===== src/rtl/awf_pkg.sv =====
`timescale 1ns/1ps
package awf_pkg;
  typedef enum logic [1:0] {
    XFER_INDEXED = 2'd0,
    XFER_TOGGLE  = 2'd1,
    XFER_INTERLV = 2'd2,
    XFER_TOGGLE2 = 2'd3
  } xfer_mode_e;

  localparam int unsigned WORD_W = 32;
  localparam int unsigned SMP_W  = 24;

  // Unpack one container from a word and return a 24-bit MSB-aligned sample.
  function automatic logic [SMP_W-1:0] awf_align(
    input logic [WORD_W-1:0] w,
    input logic              big,
    input logic              msbj,
    input logic [2:0]        nbytes,
    input logic [5:0]        vbits
  );
    logic [WORD_W-1:0] rev, cont, smp, top;
    logic [5:0]        eff, cbits;
    eff   = (vbits > 6'd32) ? 6'd32 : vbits;
    cbits = {nbytes, 3'b000};
    rev   = {w[7:0], w[15:8], w[23:16], w[31:24]};
    if (big) cont = rev >> (6'd32 - cbits);
    else     cont = w & ~(32'hFFFF_FFFF << cbits);
    if (msbj && (cbits > eff)) smp = cont >> (cbits - eff);
    else                       smp = cont;
    top = smp << (6'd32 - eff);
    return top[WORD_W-1:WORD_W-SMP_W];
  endfunction
endpackage


===== src/rtl/awf_fifo.sv =====
`timescale 1ns/1ps
module awf_fifo #(
  parameter int unsigned DEPTH = 4,
  parameter int unsigned W     = 48,
  localparam int unsigned AW   = (DEPTH > 1) ? $clog2(DEPTH) : 1,
  localparam int unsigned CW   = $clog2(DEPTH + 1)
) (
  input  logic          clk,
  input  logic          rst_n,
  input  logic          clear,
  input  logic          push,
  input  logic [W-1:0]  din,
  input  logic          pop,
  output logic [W-1:0]  dout,
  output logic [CW-1:0] count
);
  logic [W-1:0]  mem [DEPTH];
  logic [AW-1:0] wp, rp;

  localparam logic [CW-1:0] FULL_CNT = CW'(DEPTH);
  localparam logic [AW-1:0] LAST_IX  = AW'(DEPTH - 1);

  always_ff @(posedge clk) begin
    if (push && !clear) mem[wp] <= din;
  end

  always_ff @(posedge clk or negedge rst_n) begin
    if (!rst_n) begin
      wp <= '0; rp <= '0; count <= '0;
    end else if (clear) begin
      wp <= '0; rp <= '0; count <= '0;
    end else begin
      if (push) wp <= (wp == LAST_IX) ? '0 : wp + 1'b1;
      if (pop)  rp <= (rp == LAST_IX) ? '0 : rp + 1'b1;
      count <= count + CW'(push) - CW'(pop);
    end
  end

  assign dout = mem[rp];


  count_bound_chk: assert property (@(posedge clk) disable iff (!rst_n)
    count <= FULL_CNT);

  push_room_chk: assert property (@(posedge clk) disable iff (!rst_n)
    (push && !pop) |-> (count != FULL_CNT));
endmodule


===== src/rtl/awf_steer.sv =====
`timescale 1ns/1ps
module awf_steer
  import awf_pkg::*;
(
  input  logic             clk,
  input  logic             rst_n,
  input  logic             clear,
  input  logic             wr_en,
  input  logic             wr_chan,
  input  logic [31:0]      wr_data,
  input  logic             full,
  input  logic             cfg_dual,
  input  logic             cfg_big_endian,
  input  logic             cfg_msb_just,
  input  logic [5:0]       cfg_valid_bits,
  input  logic [1:0]       cfg_bytes_m1,
  input  logic [1:0]       cfg_xfer_mode,
  output logic             push,
  output logic [SMP_W-1:0] push_ch1,
  output logic [SMP_W-1:0] push_ch2,
  output logic             next_ch2
);
  localparam int unsigned NCH = 2;
  localparam int unsigned HW  = WORD_W / NCH;

  logic             accept, is_inter, is_index, chan;
  logic [2:0]       nbytes;
  logic [5:0]       vb_half;
  logic [SMP_W-1:0] smp, stage;
  logic [SMP_W-1:0] half_smp [NCH];

  assign accept   = wr_en && !full;
  assign is_inter = (cfg_xfer_mode == XFER_INTERLV);
  assign is_index = (cfg_xfer_mode == XFER_INDEXED);
  assign chan     = is_index ? wr_chan : next_ch2;
  assign nbytes   = {1'b0, cfg_bytes_m1} + 3'd1;
  assign vb_half  = (cfg_valid_bits > 6'd16) ? 6'd16 : cfg_valid_bits;
  assign smp      = awf_align(wr_data, cfg_big_endian, cfg_msb_just, nbytes, cfg_valid_bits);

  for (genvar g = 0; g < NCH; g++) begin : g_half
    assign half_smp[g] = awf_align({{HW{1'b0}}, wr_data[g*HW +: HW]},
                                   cfg_big_endian, cfg_msb_just, 3'd2, vb_half);
  end

  always_comb begin
    push     = 1'b0;
    push_ch1 = smp;
    push_ch2 = smp;
    if (accept) begin
      if (is_inter) begin
        push     = 1'b1;
        push_ch1 = half_smp[0];
        push_ch2 = half_smp[1];
      end else if (!cfg_dual) begin
        push = 1'b1;
      end else if (chan) begin
        push     = 1'b1;
        push_ch1 = stage;
      end
    end
  end

  always_ff @(posedge clk or negedge rst_n) begin
    if (!rst_n) begin
      next_ch2 <= 1'b0;
      stage    <= '0;
    end else if (clear) begin
      next_ch2 <= 1'b0;
    end else if (accept && !is_inter && cfg_dual) begin
      if (!chan)     stage    <= smp;
      if (!is_index) next_ch2 <= ~next_ch2;
    end
  end


  clear_ptr_chk: assert property (@(posedge clk) disable iff (!rst_n)
    clear |=> !next_ch2);

  drop_full_chk: assert property (@(posedge clk) disable iff (!rst_n)
    (wr_en && full && !clear) |=> $stable(next_ch2));
endmodule


===== src/rtl/audio_word_formatter.sv =====
`timescale 1ns/1ps
module audio_word_formatter
  import awf_pkg::*;
#(
  parameter int unsigned DEPTH = 4,
  localparam int unsigned CW   = $clog2(DEPTH + 1),
  localparam int unsigned PW   = 2 * SMP_W
) (
  input  logic        clk,
  input  logic        rst_n,
  input  logic        cfg_dual,
  input  logic        cfg_big_endian,
  input  logic        cfg_msb_just,
  input  logic [5:0]  cfg_valid_bits,
  input  logic [1:0]  cfg_bytes_m1,
  input  logic [1:0]  cfg_xfer_mode,
  input  logic [3:0]  cfg_chunk,
  input  logic        fifo_clear,
  input  logic        wr_en,
  input  logic        wr_chan,
  input  logic [31:0] wr_data,
  output logic        out_valid,
  input  logic        out_ready,
  output logic [23:0] out_ch1,
  output logic [23:0] out_ch2,
  output logic        tx_ready,
  output logic        fifo_full,
  output logic        fifo_empty,
  output logic        chunk_ready,
  output logic        overflow,
  output logic        underrun
);
  logic             push, pop, next_ch2;
  logic [SMP_W-1:0] push_ch1, push_ch2;
  logic [PW-1:0]    head;
  logic [CW-1:0]    count, free_cnt;

  awf_steer u_steer (
    .clk, .rst_n, .clear(fifo_clear), .wr_en, .wr_chan, .wr_data,
    .full(fifo_full), .cfg_dual, .cfg_big_endian, .cfg_msb_just,
    .cfg_valid_bits, .cfg_bytes_m1, .cfg_xfer_mode,
    .push, .push_ch1, .push_ch2, .next_ch2
  );

  awf_fifo #(.DEPTH(DEPTH), .W(PW)) u_fifo (
    .clk, .rst_n, .clear(fifo_clear), .push, .din({push_ch2, push_ch1}),
    .pop, .dout(head), .count
  );

  assign fifo_empty  = (count == '0);
  assign fifo_full   = (count == CW'(DEPTH));
  assign tx_ready    = !fifo_full;
  assign out_valid   = !fifo_empty;
  assign pop         = out_valid && out_ready;
  assign out_ch1     = head[SMP_W-1:0];
  assign out_ch2     = head[PW-1:SMP_W];
  assign free_cnt    = CW'(DEPTH) - count;
  assign chunk_ready = int'(free_cnt) >= int'(cfg_chunk);

  always_ff @(posedge clk or negedge rst_n) begin
    if (!rst_n) begin
      overflow <= 1'b0;
      underrun <= 1'b0;
    end else begin
      underrun <= out_ready && !out_valid;
      if (fifo_clear)               overflow <= 1'b0;
      else if (wr_en && fifo_full)  overflow <= 1'b1;
    end
  end


  overflow_set_chk: assert property (@(posedge clk) disable iff (!rst_n)
    (wr_en && fifo_full && !fifo_clear) |=> overflow);

  clear_empty_chk: assert property (@(posedge clk) disable iff (!rst_n)
    fifo_clear |=> (fifo_empty && !overflow));

  underrun_pulse_chk: assert property (@(posedge clk) disable iff (!rst_n)
    (out_ready && !out_valid) |=> underrun);

  hold_stable_chk: assert property (@(posedge clk) disable iff (!rst_n)
    (out_valid && !out_ready && !fifo_clear) |=> (out_valid && $stable(out_ch1) && $stable(out_ch2)));

  flag_excl_chk: assert property (@(posedge clk) disable iff (!rst_n)
    !(fifo_full && fifo_empty));
endmodule


===== config.mk =====
export PLATFORM = sky130hd
export DESIGN_NAME = audio_word_formatter
export DESIGN_NICKNAME = d
export VERILOG_FILES = /design/src/rtl/awf_pkg.sv /design/src/rtl/awf_fifo.sv /design/src/rtl/awf_steer.sv /design/src/rtl/audio_word_formatter.sv
export SDC_FILE = /design/constraint.sdc
export NUM_CORES = 1
export LEC_CHECK = 0
export ABC_AREA = 0
export ABC_CLOCK_PERIOD_IN_PS = 4300
export BUFFER_PORTS_ARGS = -buffer_cell sky130_fd_sc_hd__buf_4
export CAP_MARGIN = 0
export CORE_MARGIN = 1.5
export CORE_UTILIZATION = 29
export DETAILED_ROUTE_END_ITERATION = 8
export GPL_TIMING_DRIVEN = 0
export SETUP_SLACK_MARGIN = 0.3
export SLEW_MARGIN = 0
export SYNTH_ARGS = -nofsm -noshare
export SYNTH_HDL_FRONTEND = slang
export SYNTH_SLANG_ARGS = --single-unit

===== constraint.sdc =====
create_clock -name clk -period 4.3 [get_ports clk]
set_input_delay 0 -clock clk [delete_from_list [all_inputs] [get_ports clk]]
set_output_delay 0 -clock clk [all_outputs]
set_load 0.02 [all_outputs]

Word level (Yosys, flattened, before mapping)
Memories as Yosys holds them, arrays and structs flattened. Cells that the tools add are included.

Register bits after elaboration: 34. Latch bits: 0. Bits in writable memories: 192. Memory bits (read-only): 0. Bits of input ports: 55. Output and inout bits: 55. Word-level logic and storage cells: 97. Memories: 1.

Memory list: u_fifo.mem (words 4, width 48, rd ports 1, clocked after Yosys merged registers in 0, wr ports 1, RTL line awf_fifo.sv:17) `logic [W-1:0] mem [DEPTH];`.

$add $sub $neg: 11. $mul: 0. Divide/modulo/power cells: 0. Order comparisons: 6. Equality and inequality tests: 5. Shift operators: 8. Mux-type cells: 34. Bitwise gates (word level): 4. Reductions and logical operators: 21.

Operators with widths (count): 24-bit two-way mux (6); 32-bit two-way mux (4); 32-bit by 6-bit << shifter with 32-bit output (3); 16-bit by 6-bit >> shifter with 32-bit output (2); 32-bit by 6-bit >> shifter with 32-bit output (2); 32-bit AND (1); 16-bit two-way mux (2); 32-bit NOT (1); 32-bit by 6-bit << shifter with 32-bit output (first input constant) (1); 6-bit two-way mux (3); 6-bit subtractor (first input constant) (3); 6-bit > comparator (second input constant) (2); 1-bit two-way mux (12); 2-bit two-way mux (6); 1-bit logical AND (9); 2-bit nonzero test (4); 2-bit equality test (second input constant) (3); 5-bit by 6-bit > comparator with 1-bit output (first input constant) (1); 6-bit by 5-bit > comparator with 1-bit output (second input constant) (1); 6-bit > comparator (1); 5-bit by 6-bit subtractor with 6-bit output (first input constant) (1); 6-bit subtractor (1); 2-bit by 1-bit adder with 2-bit output (second input constant) (2); 3-bit by 4-bit >= comparator with 1-bit output (1); 12 further kinds (17).

Longest topological paths before layout
Depth in word-level cells: 12. Gate-level depth with buffers: 23. Gate-level depth less buffers: 14.

By module
From an unflattened synthesis, not the netlist that was laid out.

Cell total of the unflattened synthesis: 1954. Area total of the unflattened synthesis: 19446.2 um2.

Modules (own cells, without submodules): awf_steer (instances 1, cells each 1640, area an instance 11830.1 um2, sequential area each 625.6 um2); awf_fifo (instances 1, cells each 290, area an instance 7417.1 um2, sequential area each 5940.7 um2); audio_word_formatter (instances 1, cells each 24, area an instance 198.9 um2, sequential area each 50.0 um2).

Worst setup path before layout
No wires, ideal clock.

Kind: input port to flip-flop. Start point: input port cfg_valid_bits[5]. End point: memory u_fifo.mem[0][14] (data pin). Setup time: 272 ps. Data arrival time: 4844 ps. Data required time: 4028 ps. Setup slack: -816 ps. Stages: 22. Path buffers: 10. Cell sequence: buf_2 -> nor2b_1 -> buf_2 -> inv_2 -> buf_2 -> buf_1 -> clkbuf_1 -> clkbuf_1 -> ha_1 -> clkbuf_1 -> inv_1 -> buf_2 -> buf_2 -> clkbuf_1 -> nor2_1 -> o311ai_0 -> nand3_1 -> o22a_1 -> mux4_2 -> a22oi_1 -> nand2_1 -> a221o_1.

Word-level cells in the longest chain between the ends: 10. Elaborated cells between the ends (all ways): 24.

RTL lines: start, declared (RTL line audio_word_formatter.sv:14) `input logic [5:0] cfg_valid_bits,`; 6-bit by 5-bit > comparator with 1-bit output / 6-bit > comparator (equally long branches) (RTL line awf_steer.sv:37, awf_pkg.sv:23); 6-bit two-way mux (on tied branches) (RTL line awf_steer.sv:37, awf_pkg.sv:23); 6-bit > comparator (tied with other cells) (RTL line awf_pkg.sv:23) `eff = (vbits > 6'd32) ? 6'd32 : vbits;`; 6-bit two-way mux (tied with other cells) (RTL line awf_pkg.sv:23); 5-bit by 6-bit subtractor with 6-bit output (tied with other cells) (RTL line awf_pkg.sv:28) `if (msbj && (cbits > eff)) smp = cont >> (cbits - eff);`; 16-bit by 6-bit >> shifter with 32-bit output (tied with other cells) (RTL line awf_pkg.sv:28); 32-bit two-way mux / 24-bit two-way mux (equally long branches); 32-bit by 6-bit << shifter with 32-bit output / 24-bit two-way mux (equally long branches) (RTL line awf_pkg.sv:30, awf_steer.sv:54); 24-bit two-way mux (RTL line awf_steer.sv:50) `if (is_inter) begin`; 24-bit two-way mux (*) (RTL line awf_steer.sv:49) `if (accept) begin`; net push_ch1[14] (RTL line audio_word_formatter.sv:34) `logic [SMP_W-1:0] push_ch1, push_ch2;`; end, declared (RTL line awf_fifo.sv:17).

Mark *: on every way through the listed nets, which the timed path passes. The rest lies on a longest branch.

Final worst setup path
Start point: input port cfg_bytes_m1[0]. End point: memory u_fifo.mem[1][39] (data pin).

Word-level cells in the longest chain between the ends: 10. Elaborated cells between the ends (all ways): 15.

RTL lines: start, declared (RTL line audio_word_formatter.sv:15) `input logic [1:0] cfg_bytes_m1,`; 2-bit by 1-bit adder with 3-bit output (*) (RTL line awf_steer.sv:36) `assign nbytes = {1'b0, cfg_bytes_m1} + 3'd1;`; branches (longest 5 deep; another with 6-bit subtractor); 32-bit two-way mux (*) (RTL line awf_pkg.sv:28); 32-bit by 6-bit << shifter with 32-bit output (*) (RTL line awf_pkg.sv:30) `top = smp << (6'd32 - eff);`; 24-bit two-way mux (RTL line awf_steer.sv:50); 24-bit two-way mux (*) (RTL line awf_steer.sv:49); net push_ch2[15] (RTL line audio_word_formatter.sv:34).

Mark *: on every way through the listed nets, which the timed path passes.

==> flow_metrics.tcl <==
set metrics [dict create \
    hp-class "in2async" \
    first_iter_violations 2370 \
    synth_most_common_cell "nand2_1" \
    hpwl_um 71200 \
    finalWorstSetupSlack_ns 0.0915 \
    via_per_inst 6.44 \
    yosysWarnings 0 \
    period_minus_slack_ns 4.21 \
    status "finished with violations" \
    crit_buf_inv 8 \
    whs_ns -0.0179 \
    core_mm2 0.0670 \
    p_per_area_mw_per_mm2 363 \
    crit_chain "buf_8, buf_6, buf_8, clkinvlp_4, ha_4, buf_6, buf_8, and4b_1, a221o_1, mux2_4, mux4_2, buf_6, nand2_4, nand3_4, buf_6, mux4_2, a22oi_2, o211ai_1, a221o_1" \
    setup_violations 0 \
    required_ns 4.53 \
    antenna_found_initial 0 \
    initial_core_util_pct 29.3 \
    rsz0062_at_grt "yes" \
    clkLatencyLatePin_ns 0.52 \
    path_class "in2reg" \
    die_w_um 263 \
    synth_common_cells "nand2_1 (197), edfxtp_1 (192), nor2_1 (178)" \
    final_max_slew_viol_count 0 \
    cp-start-kind "input pin" \
    grt_pass1_wl_um 139000 \
    grt-ovfl-total 0 \
    slowest_stage "mux4_2" \
    ys_top_cells_by_area "edfxtp_1 (29%), mux4_2 (10%), mux2i_1 (6.1%)" \
    syn_nets 2108 \
    drive_gt1_share_pct 40.7 \
    yosysTopAreaCellShare_pct 29.4 \
    p_leak_nw 9.78 \
    fmax_mhz 238 \
    synth.distinct_cells 108 \
    tritoncts "yes" \
    crit_family "multiplexers" \
    ant_nets 0 \
    finalHoldViolCount 6 \
    path_common_cell "buf_6" \
    synth_top_area_cell "edfxtp_1" \
    fin_crit_sh_pct 97.9 \
    clkTransAtPathRegs_ns 0.06 \
    startpoint "cfg_bytes_m1[0]" \
    clockBufferDepth 3 \
    vias 20900 \
    gp_congestion 0.989 \
    die_area_mm2 0.0693 \
    wl_um 97000 \
    ys.flop_type "edfxtp_1" \
    synth-edff-count 192 \
    synth-seq-cells 226 \
    fin_cells 3253 \
    violations "negative hold slack" \
    grt_use_total_pct 26.7 \
    drc 0 \
    grt_max_degree 35 \
    arrival_ns 4.44 \
    antenna_cells 0 \
    synth_seq_area_share_pct 33.7 \
    dr.pass1.iters 6 \
    skew_ns 0.0299 \
    nFillCells 6570 \
    finalSetupTns_ns 0 \
    cts_sinks 226 \
    synth_area_per_cell_um2 9.66 \
    reg2reg_from "u_fifo.count[1]" \
    grt_pass1_vias 20200 \
    postLayoutCoreUtil_pct 40.9 \
    row_count 95 \
    path_max_fanout 7 \
    cp_slowest_stage_delay_ns 0.58 \
    finalNetCount 2441 \
    multi_input_area_mm2 0.0149 \
    cts_htree_levels 1 \
    regArea_mm2 0.00662 \
    routedWlPerCell_um 29.8 \
    pin_count 110 \
    area_growth_syn_to_layout_pct 39.6 \
    vdd_drop_max_v 0.000251 \
    place_ws_ns -2.12 \
    netlist_area_mm2 0.0196 \
    dp_cells 3006 \
    die_y_um 263 \
    worst_pin_slew_ns 1.27 \
    end_kind "register" \
    numCtsBuffers 22 \
    portBuffers 96 \
    cts_root_buf "clkbuf_16" \
    async_flop_share_pct 15.0 \
    synthesis.instances 2031 \
    relSlewSlack_pct 14.9 \
    drv_cap 0 \
]
## repair_timing
item | CTS | global route
hold buffers | 6 | 0
endpoints found under the setup margin | 216 | 203
hold endpoints to repair | 44 | 0
pin swaps | 86 | 88
setup buffers | 111 | 88
gates resized for setup | 401 | 251
gates cloned | 1 | 1
## final timing paths
kind,to,slack [ns],cells past startpoint
min in group clk,u_steer.stage[0],0.06,5
max in group asynchronous,u_steer.stage[6],3.91,2
hold / removal,u_steer.next_ch2,-0.02,2
hold reg to reg,u_steer.stage[10],0.50,2
setup reg to reg,u_fifo.mem[2][33],0.64,11
setup / recovery,u_fifo.mem[1][39],0.09,19
## metrics by stage
step	power, W	cell area [um^2]	hold slack [ns]
after floorplan	0.00535	19900	-0.296
after global placement	0.00686	21700	0.0160
after detailed placement	0.00687	21800	0.0151
after CTS	0.00939	25500	0.00928
after global routing	0.0103	27400	0.0203
final	0.00996	27400	-0.0179
## worst register-to-register path: stages (launching register included)
cell       delay [ns]
dfrtp_1          0.37
inv_1            0.09
ha_1             0.20
ha_1             0.23
nor2b_1          0.11
clkbuf_1         0.39
nand2_1          0.34
nor2_1           0.30
nand2_1          0.33
nor3_1           0.49
a22oi_1          0.19
o2bb2ai_2        0.36
## cells by family after synthesis
logic type                 synth area share (%)
buffers and inverters                      4.61
DFF                                        33.7
adders and majority gates                  1.44
and+or+nand+nor                            17.2
AOI/OAI and AO/OA                          23.3
xor gates and xnor gates                  0.618
muxes                                      19.1
## sequential cells by signal (all words and copies together), names as in the netlist
name	flops
u_fifo.rp	2
u_fifo.wp	2
u_fifo.count	3
underrun	1
u_fifo.mem	192
overflow	1
u_steer.next_ch2	1
u_steer.stage	24
## power breakdown
group	internal [W]	total, W	switching [W]
Clock	0.00104	0.00187	0.000827
Combinational	0.00215	0.00529	0.00313
Sequential	0.00270	0.00280	0.000106
## final cells by class
cell class | instances | share of cell area [%]
multi-input combinational | 1597 | 54.3
sequential | 226 | 24.1
timing repair buffer | 308 | 9.47
buffer | 185 | 5.05
tap | 873 | 3.99
clock buffer | 26 | 2.26
inverter | 24 | 0.438
clock inverter | 14 | 0.352
## cell usage in the layout, fill, tap and decap left out, types with 18 or more instances in the layout
master,synthesis,routed
a21oi_2,1,18
nand2_1,197,183
clkbuf_1,108,70
buf_6,5,33
clkbuf_16,0,30
buf_12,0,23
nand3_1,65,55
o211ai_1,28,28
a22oi_2,0,18
a21oi_1,90,69
mux4_2,91,91
nor2b_1,21,18
o21ai_0,64,46
a211oi_2,2,23
a22oi_1,36,18
and2_1,32,21
a31oi_1,33,21
nor3_1,60,48
mux2_2,44,40
a22o_1,25,21
mux2i_1,119,98
nand4_1,22,22
edfxtp_1,192,192
buf_2,40,24
buf_4,9,282
o22ai_1,39,25
dfrtp_1,34,34
nor2_1,178,153
## layer usage
metal / GRT usage (%) / vias up / part of all wire [%]
li1: - / 8786 / -
met1: 35.4 / 10400 / 40
met2: 43.1 / 1407 / 46
met3: 3.86 / 304 / 9.2
met4: 11.7 / 0 / 5.4
met5: 0 / - / 0
(Power assumes the default switching activity.)
